## src/rtl/hsk_pkg.sv

```systemverilog
// Shared constants for the handshake transfer engine.
// Assumes an 8-bit control byte with active-low handshake lines.
package hsk_pkg;
    localparam int BIT_TREQ = 3;
    localparam int BIT_TACK = 4;
    localparam int BIT_TIP  = 5;
    localparam int BIT_DIR  = 4;
    localparam logic [7:0] CTL_RESET = 8'h38;

    typedef enum logic [1:0] {
        SEL_CTL   = 2'd0,
        SEL_MODE  = 2'd1,
        SEL_SHIFT = 2'd2
    } reg_sel_e;
endpackage

```

## src/rtl/hsk_out_buf.sv

```systemverilog
// Outbound packet collector: stores host bytes and presents a finished
// packet for one cycle. Assumes the caller never strobes capture when full
// and never captures and closes in the same cycle.
module hsk_out_buf #(
    parameter int DEPTH = 16,
    localparam int CW = $clog2(DEPTH + 1)
) (
    input  logic               clk,
    input  logic               rst_n,
    input  logic               cap_stb,
    input  logic [7:0]         cap_byte,
    input  logic               close_stb,
    output logic               full,
    output logic               pkt_valid,
    output logic [CW-1:0]      pkt_len,
    output logic [DEPTH*8-1:0] pkt_bytes
);
    logic [7:0]    mem [DEPTH];
    logic [CW-1:0] cnt_q;

    assign full = (cnt_q == CW'(DEPTH));

    // Count captured bytes and emit the packet on close.
    always_ff @(posedge clk) begin
        if (!rst_n) begin
            cnt_q     <= '0;
            pkt_valid <= 1'b0;
            pkt_len   <= '0;
        end else begin
            pkt_valid <= 1'b0;
            if (cap_stb && !full) begin
                cnt_q <= cnt_q + 1'b1;
            end else if (close_stb && cnt_q != '0) begin
                pkt_valid <= 1'b1;
                pkt_len   <= cnt_q;
                cnt_q     <= '0;
            end
        end
    end

    // Byte storage and flat view, one slot per generate step.
    for (genvar g = 0; g < DEPTH; g++) begin : g_slot
        always_ff @(posedge clk) begin
            if (cap_stb && !full && cnt_q == CW'(g))
                mem[g] <= cap_byte;
        end
        assign pkt_bytes[g*8 +: 8] = mem[g];
    end
endmodule

```

## src/rtl/hsk_reply_buf.sv

```systemverilog
// Reply store with a read index. It reports the state the handshake sees in
// the current cycle: when a commit is present, that is the state after the
// commit. Assumes store writes are not made to bytes being committed in the
// same cycle.
module hsk_reply_buf #(
    parameter int DEPTH = 128,
    localparam int AW = $clog2(DEPTH),
    localparam int LW = $clog2(DEPTH + 1)
) (
    input  logic          clk,
    input  logic          rst_n,
    input  logic          wr_en,
    input  logic [AW-1:0] wr_addr,
    input  logic [7:0]    wr_data,
    input  logic          commit,
    input  logic [LW-1:0] commit_len,
    input  logic          fetch_stb,
    output logic          pend,
    output logic          last,
    output logic [7:0]    next_byte
);
    logic [7:0]    mem [DEPTH];
    logic [LW-1:0] size_q, idx_q;
    logic [LW-1:0] size_eff, idx_eff, len_clamp;

    // Select the state as seen after any commit in this cycle.
    always_comb begin
        len_clamp = (commit_len > LW'(DEPTH)) ? LW'(DEPTH) : commit_len;
        size_eff  = commit ? len_clamp : size_q;
        idx_eff   = commit ? '0 : idx_q;
        pend      = idx_eff < size_eff;
        last      = ({1'b0, idx_eff} + 1'b1) >= {1'b0, size_eff};
        next_byte = mem[idx_eff[AW-1:0]];
    end

    // Track the packet size and the read position.
    always_ff @(posedge clk) begin
        if (!rst_n) begin
            size_q <= '0;
            idx_q  <= '0;
        end else begin
            size_q <= size_eff;
            idx_q  <= idx_eff + LW'(fetch_stb);
        end
    end

    // Reply byte storage.
    always_ff @(posedge clk) begin
        if (wr_en)
            mem[wr_addr] <= wr_data;
    end
endmodule

```

## src/rtl/hsk_xfer_engine.sv

```systemverilog
// Three-wire handshake byte transfer engine. Evaluates the TIP/TACK/TREQ
// handshake on every control write, mode write and reply commit, comparing
// against the TIP/TACK levels seen at the previous evaluation.
// Assumes one register write per cycle.
module hsk_xfer_engine
    import hsk_pkg::*;
#(
    parameter int OUT_DEPTH = 16,
    parameter int RPL_DEPTH = 128,
    localparam int OLW = $clog2(OUT_DEPTH + 1),
    localparam int RAW = $clog2(RPL_DEPTH),
    localparam int RLW = $clog2(RPL_DEPTH + 1)
) (
    input  logic                   clk,
    input  logic                   rst_n,
    input  logic                   reg_wr,
    input  logic [1:0]             reg_sel,
    input  logic [7:0]             reg_wdata,
    input  logic                   flag_clr,
    input  logic                   rpl_wr,
    input  logic [RAW-1:0]         rpl_waddr,
    input  logic [7:0]             rpl_wdata,
    input  logic                   rpl_commit,
    input  logic [RLW-1:0]         rpl_len,
    output logic [7:0]             port_b,
    output logic [7:0]             shift_data,
    output logic                   sh_flag,
    output logic                   pkt_valid,
    output logic [OLW-1:0]         pkt_len,
    output logic [OUT_DEPTH*8-1:0] pkt_bytes
);
    logic [7:0] b_q, b_new;
    logic [1:0] last_q;
    logic       dir_q, dir_new;
    logic [7:0] sr_q;
    logic       flag_q;
    logic       wr_ctl, wr_mode, wr_sh, eval;
    logic       tip, tack, pair_chg;
    logic       cap, fetch, close, set_flag, treq_nx;
    logic       out_full, rp_pend, rp_last;
    logic [7:0] rp_byte;

    // Decode the register write and form the control byte as updated.
    always_comb begin
        wr_ctl   = reg_wr && (reg_sel == SEL_CTL);
        wr_mode  = reg_wr && (reg_sel == SEL_MODE);
        wr_sh    = reg_wr && (reg_sel == SEL_SHIFT);
        eval     = wr_ctl || wr_mode || rpl_commit;
        b_new    = wr_ctl ? {reg_wdata[7:4], b_q[BIT_TREQ], reg_wdata[2:0]} : b_q;
        dir_new  = wr_mode ? reg_wdata[BIT_DIR] : dir_q;
        tip      = b_new[BIT_TIP];
        tack     = b_new[BIT_TACK];
        pair_chg = {tip, tack} != last_q;
    end

    // Handshake decision: choose the byte action, the TREQ level and the flag set.
    always_comb begin
        cap      = 1'b0;
        fetch    = 1'b0;
        close    = 1'b0;
        set_flag = rpl_commit;
        treq_nx  = b_q[BIT_TREQ];
        if (eval) begin
            if (!tip) begin
                if (dir_new) begin
                    if (pair_chg && !out_full) begin
                        cap      = 1'b1;
                        set_flag = 1'b1;
                    end
                end else if (rp_pend && pair_chg) begin
                    fetch    = 1'b1;
                    set_flag = 1'b1;
                    if (rp_last)
                        treq_nx = 1'b1;
                end
            end else if (last_q[1] && (tack != last_q[0])) begin
                treq_nx  = tack;
                set_flag = 1'b1;
            end else begin
                if (!last_q[1]) begin
                    close    = 1'b1;
                    set_flag = 1'b1;
                end
                if (rp_pend)
                    treq_nx = 1'b0;
            end
        end
    end

    // Register the control byte, the previous levels and the direction.
    always_ff @(posedge clk) begin
        if (!rst_n) begin
            b_q    <= CTL_RESET;
            last_q <= 2'b11;
            dir_q  <= 1'b0;
        end else begin
            b_q   <= {b_new[7:4], treq_nx, b_new[2:0]};
            dir_q <= dir_new;
            if (eval)
                last_q <= {tip, tack};
        end
    end

    // Shift data register: a fetched reply byte or a host write.
    always_ff @(posedge clk) begin
        if (!rst_n)
            sr_q <= '0;
        else if (fetch)
            sr_q <= rp_byte;
        else if (wr_sh)
            sr_q <= reg_wdata;
    end

    // Sticky shift flag: a set wins over a clear.
    always_ff @(posedge clk) begin
        if (!rst_n)
            flag_q <= 1'b0;
        else if (set_flag)
            flag_q <= 1'b1;
        else if (flag_clr)
            flag_q <= 1'b0;
    end

    hsk_out_buf #(.DEPTH(OUT_DEPTH)) u_out (
        .clk       (clk),
        .rst_n     (rst_n),
        .cap_stb   (cap),
        .cap_byte  (sr_q),
        .close_stb (close),
        .full      (out_full),
        .pkt_valid (pkt_valid),
        .pkt_len   (pkt_len),
        .pkt_bytes (pkt_bytes)
    );

    hsk_reply_buf #(.DEPTH(RPL_DEPTH)) u_rpl (
        .clk        (clk),
        .rst_n      (rst_n),
        .wr_en      (rpl_wr),
        .wr_addr    (rpl_waddr),
        .wr_data    (rpl_wdata),
        .commit     (rpl_commit),
        .commit_len (rpl_len),
        .fetch_stb  (fetch),
        .pend       (rp_pend),
        .last       (rp_last),
        .next_byte  (rp_byte)
    );

    assign port_b     = b_q;
    assign shift_data = sr_q;
    assign sh_flag    = flag_q;
endmodule

```

## config.mk

```make
export PLATFORM = sky130hd
export DESIGN_NAME = hsk_xfer_engine
export DESIGN_NICKNAME = d
export VERILOG_FILES = /design/src/rtl/hsk_pkg.sv /design/src/rtl/hsk_out_buf.sv /design/src/rtl/hsk_reply_buf.sv /design/src/rtl/hsk_xfer_engine.sv
export SDC_FILE = /design/constraint.sdc
export NUM_CORES = 2
export LEC_CHECK = 0
export BUFFER_PORTS_ARGS = -buffer_cell sky130_fd_sc_hd__buf_2
export CORE_MARGIN = 2
export CORE_UTILIZATION = 60
export CTS_CLUSTER_DIAMETER = 100
export DETAILED_ROUTE_END_ITERATION = 8
export PLACE_DENSITY = 0.78
export RECOVER_POWER = 25
export SLEW_MARGIN = 20
export SYNTH_ARGS = -nofsm -noshare
export SYNTH_HDL_FRONTEND = slang
export SYNTH_SLANG_ARGS = --single-unit
```

## constraint.sdc

```tcl
create_clock -name clk -period 9.2 [get_ports clk]
set_input_delay 0.46 -clock clk [delete_from_list [all_inputs] [get_ports clk]]
set_output_delay 0.46 -clock clk [all_outputs]
set_load 0.005 [all_outputs]
```

* After elaboration in Yosys (flattened, before gate mapping)
Memory sizes are Yosys's and may differ from the RTL's.
Cells that the tools add are included.
** Operators by class
- Bitwise gates (word level) :: 2
- $add $sub $neg :: 3
- Reduce and logical (&&, ||, !) cells :: 53
- $lt $le $gt $ge :: 3
- Muxes and demuxes :: 116
- Equal/unequal tests :: 22
** Operator list (count)
- $mux 8 :: 20
- $reduce_or 8->1 :: 15
- $mux 1 :: 78
- $mux 4 :: 15
- $eq 5x4->1 const B :: 8
- $logic_and 1x1->1 :: 24
- $eq 5x3->1 const B :: 4
- $eq 5x2->1 const B :: 2
- $mux 5 :: 2
- $reduce_bool 2->1 :: 5
- $add 8x1->9 const B :: 1
- $ge 9x8->1 :: 1
- $add 8x1->8 :: 1
- $gt 8x8->1 const B :: 1
- $lt 8x8->1 :: 1
- $mux 6 :: 1
- $add 5x1->5 const B :: 1
- $eq 5x1->1 const B :: 1
- $eq 5x5->1 const B :: 1
- $logic_not 5->1 :: 1
- $reduce_and 5->1 :: 1
- $reduce_bool 5->1 :: 1
- $ne 3x1->1 const B :: 1
- $eq 2x1->1 const B :: 1
- 10 further kinds :: 12
** Storage, ports and cells
- RAM bits :: 1152
- Register bits after elaboration :: 47
- Memories kept :: 2
- Output and inout bits :: 151
- Input port bits :: 39
** Memories
- u_rpl.mem :: words 128, width 8, read ports 1, clocked after memory_dff 0, write ports 1, line hsk_reply_buf.sv:22 : logic [7:0] mem [DEPTH];
- u_out.mem :: words 16, width 8, read ports 16, clocked after memory_dff 0, write ports 1, line hsk_out_buf.sv:18 : logic [7:0] mem [DEPTH];

* Depth between registers and ports, before layout
- Depth after elaboration :: 29
- Mapped depth :: 20

* Cells and area by module
Synthesis repeated with hierarchy kept, for this count alone.
** Unflattened totals
- Cell total of the unflattened synthesis :: 3057
- Area, all modules :: 47349.2 um^2
** Modules (own cells, without submodules)
- hsk_reply_buf :: cells an instance 2723, area each 41661.2 um^2, sequential area each 31069.8 um^2, times used 1
- hsk_out_buf :: cells an instance 220, area each 4621.9 um^2, sequential area each 4063.9 um^2, times used 1
- hsk_xfer_engine :: cells an instance 114, area each 1066.0 um^2, sequential area each 400.4 um^2, times used 1

* Worst setup path after synthesis
Ideal clock, no wire load.
- Kind :: in2reg
- Start :: input port rpl_commit
- End :: register u_rpl.idx_q[6]
- Arrival :: 3.739 ns
- Cell stages on the path :: 19
- Setup slack :: 5.326 ns
- Path through :: clkbuf_2 -> clkbuf_1 -> clkbuf_1 -> clkbuf_1 -> mux2i_1 -> ha_1 -> a211oi_1 -> nand2_1 -> a311oi_1 -> or2_1 -> buf_2 -> nand2_1 -> inv_1 -> ha_1 -> ha_1 -> nand3_1 -> nor2_1 -> xnor2_1 -> nor3b_1
** Between the ends
- Cells in the longest elaborated chain, start to end :: 8
- Elaborated cells on any way between the ends :: 10
- Those cells by class :: add/sub: 1; order compare: 1; mux: 6; reduce/logical: 2
** Ends and longest elaborated chain
- from (decl) :: line hsk_xfer_engine.sv:23 : input logic rpl_commit,
- $mux 8 (on tied branches) :: line hsk_reply_buf.sv:30, hsk_reply_buf.sv:29
- $lt 8x8->1 :: line hsk_reply_buf.sv:31 : pend = idx_eff < size_eff;
- $logic_and 1x1->1 :: line hsk_xfer_engine.sv:70 : end else if (rp_pend && pair_chg) begin
- $mux 1 :: line hsk_xfer_engine.sv:70
- $mux 1 :: line hsk_xfer_engine.sv:65 : if (dir_new) begin
- $mux 1 :: line hsk_xfer_engine.sv:64 : if (!tip) begin
- $mux 1 :: line hsk_xfer_engine.sv:63 : if (eval) begin
- $add 8x1->8 * :: line hsk_reply_buf.sv:43 : idx_q <= idx_eff + LW'(fetch_stb);
- to (signal assigned) :: line hsk_reply_buf.sv:43
- to (decl) :: line hsk_reply_buf.sv:23 : logic [LW-1:0] size_q, idx_q;
Every way passes the cells marked *; elsewhere a longest branch is shown, timed or not.
A chain may end at the register's enable or synchronous reset.

* Final worst setup path
Ends and elaborated chain as after synthesis.

==> impl_metrics.yaml <==
clock_tree:
  clk_path_buf_depth: 3
  path_clk_slew_ns: 0.06
  htreeDepth: 3
  cts_root_buf: "clkbuf_16"
  clock-sinks: 1199
  cts_resized: 0
  cts_made_buffers: 109
  insertion_delay_ns: 0.68
  cts_tree: "yes"
  post-cts-setup-buffers: 0
  cts_hold_buf: 0
synth:
  synthTopCellsByArea: "edfxtp_1 73%, mux2i_1 4.6%, dfxtp_1 2.0%"
  netlist_instances: 2915
  synth_edf_count: 1152
  ys_ff_latch: 1199
  synthFlopType: "edfxtp_1"
  synth.yosys.seq_area_share: 0.752
  synthArstFlopShare: 0
  yosys.area.top_type: "edfxtp_1"
  syn_nets: 2978
  syn-cell-area_mm2: 0.0473
  synth_warnings: 0
  yosysTopAreaCellShare: 0.732
  syn_area_per_cell_um2: 16.2
  synth_cell_type_count: 75
finish:
  finalInstanceArea_mm2: 0.0526
  nets: 3141
  fillers: 4902
  drive_gt1_frac: 0.167
  area_growth_pct: 11.2
worst_setup_path:
  reg2reg_slack_ns: 4.64
  cp_num_buf_inv: 4
  crit_cells: 17
  slowest_stage: "clkbuf_1"
  path_delay_family: "buffers and inverters"
  r2r_cells: 9
  crit_path_end_kind: "flip-flop"
  cpPeakStageDelay_ns: 2.18
  worstSetupStartpointType: "primary input"
  path_max_fanout: 65
  worstSetupPathType: "in -> reg"
  reg2reg_to: "shift_data[3]"
  cp.arrival_ns: 6.38
  crit_top_cell: "ha_1"
  critPathRequiredTime_ns: 9.63
  path_cells: "clkbuf_1, clkbuf_1, nand2b_1, clkinv_1, ha_1, nor3_1, nor2_1, o22ai_1, or2_1, nand2_1, inv_1, ha_1, ha_1, nand3_1, nor2_1, xnor2_1, nor3b_1"
  regToRegStartpoint: "u_rpl.idx_q[0]"
sta:
  period_needed_ns: 5.95
  final_hold_viol_count: 0
  finalCritPeriodShare: 0.647
  finalSetupViolations: 0
  slew_violations: 881
  max_freq_ghz: 0.168
  setup_ws_ns: 3.25
  tightest_slew_ns: 4.63
  fin_setup_tns_ns: 0
  skew_ns: 0.0179
  slew_headroom: -2.09
  rsz0062_at_grt: "no"
worst_hold_path:
  hold_depth: 3
  hold_path_startpoint: "reg_wdata[6]"
  hold_path.class: "in -> reg"
  min_to: "port_b[6]"
floorplanning:
  die_w_um: 285
  start_util: 0.608
  fp.coreArea_mm2: 0.0777
  die_area_mm2: 0.0810
  chipHeight_um: 285
  rows: 102
  io_pins: 190
placement:
  gp_congestion: 0.946
  postPlaceCellArea_mm2: 0.0489
  pre_cts_ws_ns: 4.00
  io_buffer_count: 189
  dp_hpwl_um: 71200
global_routing:
  grt_overflow: 0
  grt_max_degree: 136
  grt_pass1_vias: 26753
  antenna_found_initial: 4
  grt_pass1_wl_um: 174000
  grt_use_total: 0.288
routing:
  ant_nets: 0
  drtPass1Iterations: 6
  num_vias: 27772
  routedWlPerCell_um: 27.9
  post-route-drc-count: 0
  drtIter0Drc: 3737
  avgViaCountPerCell: 6.59
  drt-total-wl_um: 118000
power:
  total_leakage_power_nw: 16.5
  power.density_mw_per_mm2: 207
  peakVddDrop_v: 0.000165
  p_total_w: 0.0109
job:
  drv_cap: 15
outcome:
  status: "complete, but fails checks"
  failed_checks: "max-capacitance violations, max-slew violations"
## power by group
part	switching, W	leakage [nW]	internal (W)	total [W]
clock	0.00196	1.81	0.00267	0.00463
sequential	0.00000772	10.8	0.00601	0.00602
combinational	0.000196	3.93	0.0000535	0.000249
## through the flow
| step | util | hold slack [ns] | cells |
|---|---|---|---|
| finish | 0.676 | 0.0775 | 4212 |
| global route | 0.676 | 0.0894 | 4210 |
| CTS | 0.677 | 0.0633 | 4210 |
| detailed placement | 0.630 | 0.513 | 4007 |
| global placement | 0.630 | 0.495 | 4007 |
| floorplan | - | 0.491 | 2915 |
## cell usage in the layout (no fill, tap or decap), types with 24 or more instances in the layout
master,instances
edfxtp_1,1152
nand2_1,226
mux2i_1,217
buf_2,178
nor2_1,166
clkbuf_16,110
o21ai_0,85
o22ai_1,69
mux2_2,66
o211ai_1,56
nand3_1,51
a21oi_1,47
a211oi_1,47
clkbuf_1,44
dfxtp_1,44
a31oi_1,43
nor2b_1,38
a221oi_1,37
and3b_1,31
a22oi_1,31
clkinv_2,28
or2_2,26
a32oi_1,26
mux4_2,26
a2111oi_0,25
nor3_1,24
ha_1,24
buf_4,24
## logic make-up (layout without fill, tap and decap cells)
kind of cell,count (synthesis),after routing,synth area share
flip-flops,1199,1199,0.752
AND/OR/NAND/NOR,660,660,0.0677
AO/OA/AOI/OAI,514,514,0.0757
multiplexers,309,309,0.0741
buffers and inverters,194,449,0.0214
adder cells (fa/ha/maj),25,25,0.00659
XOR/XNOR,14,14,0.00259
other,0,2,0
## Yosys cell counts (43+ instances only)
master,n
nor2_1,168
nand2_1,226
dfxtp_1,47
o211ai_1,56
a211oi_1,47
clkbuf_1,69
o21ai_0,85
edfxtp_1,1152
mux2_2,66
buf_2,63
a31oi_1,43
a21oi_1,47
o22ai_1,69
nand3_1,53
mux2i_1,217
## cell type report
type / count / area (um^2) / share of cell area
Antenna cell: 2 / 5.00 / 0.0000952
Clock buffer: 134 / 2900 / 0.0552
Clock inverter: 69 / 785 / 0.0149
Inverter: 17 / 71.3 / 0.00136
Multi-Input combinational cell: 1522 / 10800 / 0.205
Sequential cell: 1199 / 35500 / 0.676
Tap cell: 1040 / 1300 / 0.0248
Timing Repair Buffer: 229 / 1190 / 0.0226
## per-layer routing
metal | GRT usage | wire length, um | vias up
li1 | - | - | 11816
met1 | 0.409 | 44300 | 13805
met2 | 0.458 | 56300 | 1863
met3 | 0.0549 | 13300 | 282
met4 | 0.0893 | 3840 | 6
met5 | 0 | 32 | -
## sequential cells by signal (all words and copies together), names as in the netlist, 5 cells and up
name	cells
u_rpl.mem	1024
u_out.mem	128
port_b	8
shift_data	8
u_rpl.idx_q	8
u_rpl.size_q	8
u_out.cnt_q	5
u_out.pkt_len	5
## worst register-to-register path: stages, from the launching register on
cell and delay, ns:
dfxtp_4 0.55, nand2b_4 0.51, inv_8 0.78, buf_4 0.94, mux2i_1 0.35, a2111oi_0 0.16
a311oi_1 0.49, a31oi_1 0.16, a21oi_1 0.36, a31oi_1 0.13
## worst max path at each step
stage	start	end	slack, ns
after global routing	rpl_commit	u_rpl.idx_q[6]	2.85
after CTS	u_rpl.idx_q[0]	shift_data[3]	4.72
after global placement	reg_sel[1]	u_out.mem[0][12]	4.39
final	rpl_commit	u_rpl.idx_q[6]	3.25
after floorplan	rpl_commit	u_rpl.idx_q[6]	5.33
after detailed placement	reg_sel[1]	u_out.mem[0][11]	4.00
(Power assumes the default switching activity.)
